===== src/rtl/slp_pkg.sv =====
package slp_pkg;
  localparam int MODE_W = 3;
  localparam logic [MODE_W-1:0] MODE_IDLE  = 3'b000;
  localparam logic [MODE_W-1:0] MODE_ADCQ  = 3'b001;
  localparam logic [MODE_W-1:0] MODE_DOFF  = 3'b010;
  localparam logic [MODE_W-1:0] MODE_TKEEP = 3'b011;
  localparam logic [MODE_W-1:0] MODE_WIDLE = 3'b110;
  localparam logic [MODE_W-1:0] MODE_WTMR  = 3'b111;

  localparam int N_SRC    = 5;
  localparam int SRC_EXT  = 0;
  localparam int SRC_RST  = 1;
  localparam int SRC_ATMR = 2;
  localparam int SRC_IO   = 3;
  localparam int SRC_ADC  = 4;

  typedef struct packed {
    logic cpu;
    logic io;
    logic adc;
    logic atmr;
    logic osc;
  } dom_t;

  localparam dom_t DOM_ALL = '{cpu: 1'b1, io: 1'b1, adc: 1'b1, atmr: 1'b1, osc: 1'b1};

  typedef enum logic [1:0] {ST_RUN, ST_SLEEP, ST_WARM} st_e;
endpackage


===== src/rtl/slp_mode_decode.sv =====
module slp_mode_decode
  import slp_pkg::*;
(
  input  logic [MODE_W-1:0] mode,
  output dom_t              keep,
  output logic [N_SRC-1:0]  allow
);
  localparam logic [N_SRC-1:0] ALLOW_ALL  = '1;
  localparam logic [N_SRC-1:0] ALLOW_HARD = (N_SRC'(1) << SRC_EXT) | (N_SRC'(1) << SRC_RST);
  localparam logic [N_SRC-1:0] ALLOW_TMR  = ALLOW_HARD | (N_SRC'(1) << SRC_ATMR);
  localparam logic [N_SRC-1:0] ALLOW_ADCQ = ALLOW_TMR | (N_SRC'(1) << SRC_ADC);

  always_comb begin
    keep  = DOM_ALL;
    allow = ALLOW_ALL;
    case (mode)
      MODE_ADCQ: begin
        keep  = '{cpu: 1'b0, io: 1'b0, adc: 1'b1, atmr: 1'b1, osc: 1'b1};
        allow = ALLOW_ADCQ;
      end
      MODE_DOFF: begin
        keep  = '0;
        allow = ALLOW_HARD;
      end
      MODE_TKEEP: begin
        keep  = '{cpu: 1'b0, io: 1'b0, adc: 1'b0, atmr: 1'b1, osc: 1'b0};
        allow = ALLOW_TMR;
      end
      MODE_WIDLE: begin
        keep  = '{cpu: 1'b0, io: 1'b0, adc: 1'b0, atmr: 1'b0, osc: 1'b1};
        allow = ALLOW_HARD;
      end
      MODE_WTMR: begin
        keep  = '{cpu: 1'b0, io: 1'b0, adc: 1'b0, atmr: 1'b1, osc: 1'b1};
        allow = ALLOW_TMR;
      end
      default: begin
        keep     = DOM_ALL;
        keep.cpu = 1'b0;
        allow    = ALLOW_ALL;
      end
    endcase
  end
endmodule


===== src/rtl/slp_wake_gate.sv =====
module slp_wake_gate #(
  parameter int NS = 5
) (
  input  logic [NS-1:0] src,
  input  logic [NS-1:0] allow,
  output logic          hit
);
  logic [NS-1:0] qual;

  for (genvar i = 0; i < NS; i++) begin : g_src
    assign qual[i] = src[i] & allow[i];
  end

  assign hit = |qual;
endmodule


===== src/rtl/slp_startup_cnt.sv =====
module slp_startup_cnt #(
  parameter int STARTUP_CYC = 16
) (
  input  logic clk,
  input  logic rst,
  input  logic load,
  input  logic run,
  output logic done
);
  localparam int CNT_W = (STARTUP_CYC > 1) ? $clog2(STARTUP_CYC) : 1;
  localparam logic [CNT_W-1:0] LOAD_V = CNT_W'(STARTUP_CYC - 1);

  logic [CNT_W-1:0] cnt_q;

  always_ff @(posedge clk) begin
    if (rst) begin
      cnt_q <= '0;
    end else if (load) begin
      cnt_q <= LOAD_V;
    end else if (run && cnt_q != '0) begin
      cnt_q <= cnt_q - 1'b1;
    end
  end

  assign done = (cnt_q == '0);

  a_r11_cnt_range: assert property (@(posedge clk) disable iff (rst)
    cnt_q <= LOAD_V);
endmodule


===== src/rtl/slp_clkctl.sv =====
module slp_clkctl
  import slp_pkg::*;
#(
  parameter int STARTUP_CYC = 16
) (
  input  logic       clk,
  input  logic       rst,
  input  logic       sleep_en,
  input  logic [2:0] mode_sel,
  input  logic       sleep_req,
  input  logic       wake_ext,
  input  logic       wake_rst,
  input  logic       wake_atmr,
  input  logic       wake_io,
  input  logic       wake_adc,
  output logic       cpu_clk_en,
  output logic       io_clk_en,
  output logic       adc_clk_en,
  output logic       atmr_clk_en,
  output logic       osc_en,
  output logic       wake_pulse
);
  st_e              st_q, st_d;
  dom_t             dom_q, dom_d;
  logic [MODE_W-1:0] mode_q, mode_d, dec_mode;
  logic             pulse_q, pulse_d;
  dom_t             keep;
  logic [N_SRC-1:0] allow, src_vec;
  logic             wake_hit, cnt_load, cnt_done;

  assign src_vec  = {wake_adc, wake_io, wake_atmr, wake_rst, wake_ext};
  assign dec_mode = (st_q == ST_RUN) ? mode_sel : mode_q;

  slp_mode_decode i_dec (
    .mode  (dec_mode),
    .keep  (keep),
    .allow (allow)
  );

  slp_wake_gate #(.NS(N_SRC)) i_gate (
    .src   (src_vec),
    .allow (allow),
    .hit   (wake_hit)
  );

  slp_startup_cnt #(.STARTUP_CYC(STARTUP_CYC)) i_cnt (
    .clk  (clk),
    .rst  (rst),
    .load (cnt_load),
    .run  (st_q == ST_WARM),
    .done (cnt_done)
  );

  always_comb begin
    st_d     = st_q;
    dom_d    = dom_q;
    mode_d   = mode_q;
    pulse_d  = 1'b0;
    cnt_load = 1'b0;
    case (st_q)
      ST_RUN: begin
        dom_d = DOM_ALL;
        if (sleep_req && sleep_en) begin
          st_d   = ST_SLEEP;
          mode_d = mode_sel;
          dom_d  = keep;
        end
      end
      ST_SLEEP: begin
        if (wake_hit) begin
          if (keep.osc) begin
            st_d    = ST_RUN;
            dom_d   = DOM_ALL;
            pulse_d = 1'b1;
          end else begin
            st_d      = ST_WARM;
            dom_d.osc = 1'b1;
            cnt_load  = 1'b1;
          end
        end
      end
      ST_WARM: begin
        if (cnt_done) begin
          st_d    = ST_RUN;
          dom_d   = DOM_ALL;
          pulse_d = 1'b1;
        end
      end
      default: begin
        st_d  = ST_RUN;
        dom_d = DOM_ALL;
      end
    endcase
  end

  always_ff @(posedge clk) begin
    if (rst) begin
      st_q    <= ST_RUN;
      dom_q   <= DOM_ALL;
      mode_q  <= MODE_IDLE;
      pulse_q <= 1'b0;
    end else begin
      st_q    <= st_d;
      dom_q   <= dom_d;
      mode_q  <= mode_d;
      pulse_q <= pulse_d;
    end
  end

  assign cpu_clk_en  = dom_q.cpu;
  assign io_clk_en   = dom_q.io;
  assign adc_clk_en  = dom_q.adc;
  assign atmr_clk_en = dom_q.atmr;
  assign osc_en      = dom_q.osc;
  assign wake_pulse  = pulse_q;

  a_r10_pulse_single: assert property (@(posedge clk) disable iff (rst)
    wake_pulse |=> !wake_pulse);

  a_r10_pulse_all_on: assert property (@(posedge clk) disable iff (rst)
    wake_pulse |-> (cpu_clk_en && io_clk_en && adc_clk_en && atmr_clk_en && osc_en));

  a_r11_osc_before_cpu: assert property (@(posedge clk) disable iff (rst)
    !osc_en |-> !cpu_clk_en);

  a_r2_no_entry: assert property (@(posedge clk) disable iff (rst)
    (st_q == ST_RUN && !sleep_en) |=> cpu_clk_en);

  a_r5_doff_dark: assert property (@(posedge clk) disable iff (rst)
    (st_q == ST_SLEEP && mode_q == MODE_DOFF) |->
      !(cpu_clk_en || io_clk_en || adc_clk_en || atmr_clk_en || osc_en));

  a_r12_frozen: assert property (@(posedge clk) disable iff (rst)
    (st_q == ST_SLEEP && !wake_hit) |=>
      $stable({cpu_clk_en, io_clk_en, adc_clk_en, atmr_clk_en, osc_en}));
endmodule


===== config.mk =====
export PLATFORM = sky130hd
export DESIGN_NAME = slp_clkctl
export DESIGN_NICKNAME = d
export VERILOG_FILES = /design/src/rtl/slp_pkg.sv /design/src/rtl/slp_mode_decode.sv /design/src/rtl/slp_wake_gate.sv /design/src/rtl/slp_startup_cnt.sv /design/src/rtl/slp_clkctl.sv
export SDC_FILE = /design/constraint.sdc
export NUM_CORES = 1
export LEC_CHECK = 0
export ABC_AREA = 1
export BUFFER_PORTS_ARGS = -buffer_cell sky130_fd_sc_hd__buf_2
export CORE_MARGIN = 2
export CORE_UTILIZATION = 48
export CTS_CLUSTER_DIAMETER = 30
export DETAILED_ROUTE_END_ITERATION = 7
export PLACE_DENSITY = 0.8
export SYNTH_ARGS = -nofsm -noshare
export SYNTH_HDL_FRONTEND = slang
export SYNTH_HIERARCHICAL = 1
export SYNTH_SLANG_ARGS = --single-unit
export TNS_END_PERCENT = 20

===== constraint.sdc =====
create_clock -name clk -period 2.1 [get_ports clk]
set_input_delay 0.21 -clock clk [delete_from_list [all_inputs] [get_ports clk]]
set_output_delay 0.21 -clock clk [all_outputs]
set_load 0.01 [all_outputs]

==> results.sh <==
export IMPL_status="complete, no violations"
export IMPL_finalCriticalPeriod_ps=1910
export IMPL_syn2layout_area_growth_pct=20.3
export IMPL_grt_pass1_wl_um=3440
export IMPL_numCtsBuffers=3
export IMPL_vias_per_cell=4.70
export IMPL_hold_violations=0
export IMPL_cellLeakagePower_nw=0.608
export IMPL_ir_drop_uv=456
export IMPL_synth_compound_area_share=0.0987
export IMPL_die_y_um=48.5
export IMPL_grt_pass1_vias=896
export IMPL_placedCellCount=190
export IMPL_post_cts_setup_buffer_count=0
export IMPL_diodes=0
export IMPL_synthXorXnorAreaFrac=0
export IMPL_required_ps=2270
export IMPL_cp_slowest_cell="dfxtp_1"
export IMPL_ant_nets=0
export IMPL_max_freq_ghz=0.523
export IMPL_fin_ws_ps=188
export IMPL_cts_tree="built"
export IMPL_stdcell_count=194
export IMPL_track_usage=0.187
export IMPL_synth_top_cell_by_area="dfxtp_1"
export IMPL_wl_per_cell_um=10.0
export IMPL_layout_commonest_cell="nand2_1"
export IMPL_die_area_um2=2350
export IMPL_crit_arrival_ps=2090
export IMPL_cap_violations=0
export IMPL_synth_cell_types=22
export IMPL_yosys_warnings=6
export IMPL_setup_viol=0
export IMPL_criticalPathCategory="reg2reg"
export IMPL_syn_inst=143
export IMPL_total_power_w=0.000812
export IMPL_worstSkewPairLatency_ps=300
export IMPL_slowest_delay_ps=360
export IMPL_cts_sinks=15
export IMPL_fin_skew_ps=8.60
export IMPL_clk_pin_slew_ps=90
export IMPL_firstDrtPassIters=5
export IMPL_place_ws_ps=-64.4
export IMPL_ys_seq_area_frac=0.316
export IMPL_initial_core_util=0.495
export IMPL_synth_top_area_frac=0.316
export IMPL_cts_root_buf="clkbuf_4"
export IMPL_grt_overflow=0
export IMPL_path_max_fanout=7
export IMPL_die_x_um=48.5
export IMPL_muxShareOfSynthArea=0
export IMPL_clock_path_buffers=2
export IMPL_power_per_cell_area_nw_per_um2=710
export IMPL_cts_htree_levels=1
export IMPL_min_period_over_period=0.911
export IMPL_hp_class="in2reg"
export IMPL_start_kind="register"
export IMPL_antenna_found_initial=0
export IMPL_synthAdderAreaFrac=0.0789
export IMPL_placementRows=16
export IMPL_dpl_cell_area_um2=1080
export IMPL_synthSimpleGateAreaFrac=0.355
export IMPL_netlist_area_um2=951
export IMPL_route_final_wire_length_um=1950
export IMPL_drt_iter0_drc=19
export IMPL_hpwlAfterDp_um=1560
export IMPL_grt_max_degree=13
export IMPL_end_kind="register"
export IMPL_final_max_slew_viol_count=0
export IMPL_critPathMostFrequentCell="nand2_1"
export IMPL_synth_seq_cells=15
export IMPL_drive_gt1_frac=0.257
export IMPL_drc=0
export IMPL_synthTopCellsByArea="dfxtp_1, nand2_1, inv_1, ha_1, nand3_1"
export IMPL_rsz0062_at_grt="no"
export IMPL_final_cell_mix="nand2_1, inv_1, buf_2"
export IMPL_crit_chain="inv_2, ha_4, o21ai_1, or2_1, nand2_1, nand2_1, nor2_1, nand2_1, inv_1, nand2_1, nand3_2, buf_4, nand2_1, nand3_1"
export IMPL_place_gp_congestion=0.831
export IMPL_coreArea_um2=1920
export IMPL_holdWs_ps=148
export IMPL_final_nets=186
export IMPL_final_area_um2=1140
export IMPL_io_pins=18
export IMPL_vias=912
export IMPL_avgSynthCellArea_um2=6.65
export IMPL_portBuffers=17
export IMPL_synth_top_family_by_area="simple AND/OR/NAND/NOR gates"
==> layout make-up <==
type / count / area [um^2]
fill: 193 / 778
multi-input combinational: 99 / 549
sequential: 15 / 302
timing repair buffer: 23 / 130
inverter: 26 / 103
tap: 27 / 33.8
clock buffer: 4 / 26.3
==> sequential cells by signal, summed over array words and instances, names as in the netlist <==
register and count:
i_cnt/cnt_q 4, atmr_clk_en 1, mode_q 3, st_q 2, osc_en 1, adc_clk_en 1
io_clk_en 1, wake_pulse 1, cpu_clk_en 1
==> power breakdown <==
group          switching (W)  internal (W)  total (W)
clock network      0.0000964     0.0000741   0.000171
logic               0.000181      0.000132   0.000312
registers          0.0000160      0.000314   0.000330
total               0.000293      0.000519   0.000812
==> per-stage QoR <==
| step | util | setup TNS [ps] |
|---|---|---|
| finish | 0.595 | 0 |
| global route | 0.595 | 0 |
| CTS | 0.580 | 0 |
| detailed placement | 0.564 | -164 |
| global placement | 0.564 | 0 |
| floorplan | - | 0 |
==> cells by family (layout without fill, tap and decap cells) <==
family | Yosys count | after routing
adders and majority gates | 6 | 6
and+or+nand+nor | 72 | 72
other | 2 | 3
DFF | 15 | 15
buffers and inverters | 30 | 53
AOI/OAI and AO/OA | 18 | 18
==> worst max-delay path, delay by kind of cell, from the launching register on <==
kind	cells	cell delay, ps
adder cells (fa/ha/maj)	1	190
flip-flops	1	360
AO/OA/AOI/OAI	1	290
buffers and inverters	3	260
AND/OR/NAND/NOR	9	700
==> layer usage <==
metal / routed length [um] / GRT usage / share of wire / up-vias
met3: 74 / 0.0278 / 0.038 / 5
met5: 0 / 0 / 0 / -
met4: 42 / 0.100 / 0.022 / 0
met1: 796 / 0.193 / 0.41 / 409
li1: - / - / - / 481
met2: 1030 / 0.359 / 0.53 / 17
==> cell usage after synthesis <==
cell / number
conb_1: 2
nand2_1: 43
a21oi_1: 8
nand4_1: 1
nor2_1: 6
ha_1: 6
or2_0: 2
or2_2: 2
a21oi_2: 1
buf_6: 1
nand3_2: 1
nand2_4: 2
or2_1: 2
o21ai_0: 8
nand3_4: 1
buf_4: 3
nand3_1: 12
dfxtp_1: 15
inv_2: 2
o21ai_1: 1
inv_1: 23
inv_6: 1
==> repair_timing <==
item | in CTS | in global routing
setup endpoints to repair | 8 | 11
gates resized for setup | 2 | 9
hold buffers | 0 | 0
pin swaps | 0 | 1
==> path summary, 6_finish.rpt <==
check,from,end,slack [ps],cells after the start
min,rst,i_cnt/cnt_q[0],150,2
min reg2reg,mode_q[0],mode_q[0],460,2
max reg2reg,st_q[0],cpu_clk_en,190,14
max,st_q[0],cpu_clk_en,190,14
Power figures use the tool's default switching activity.
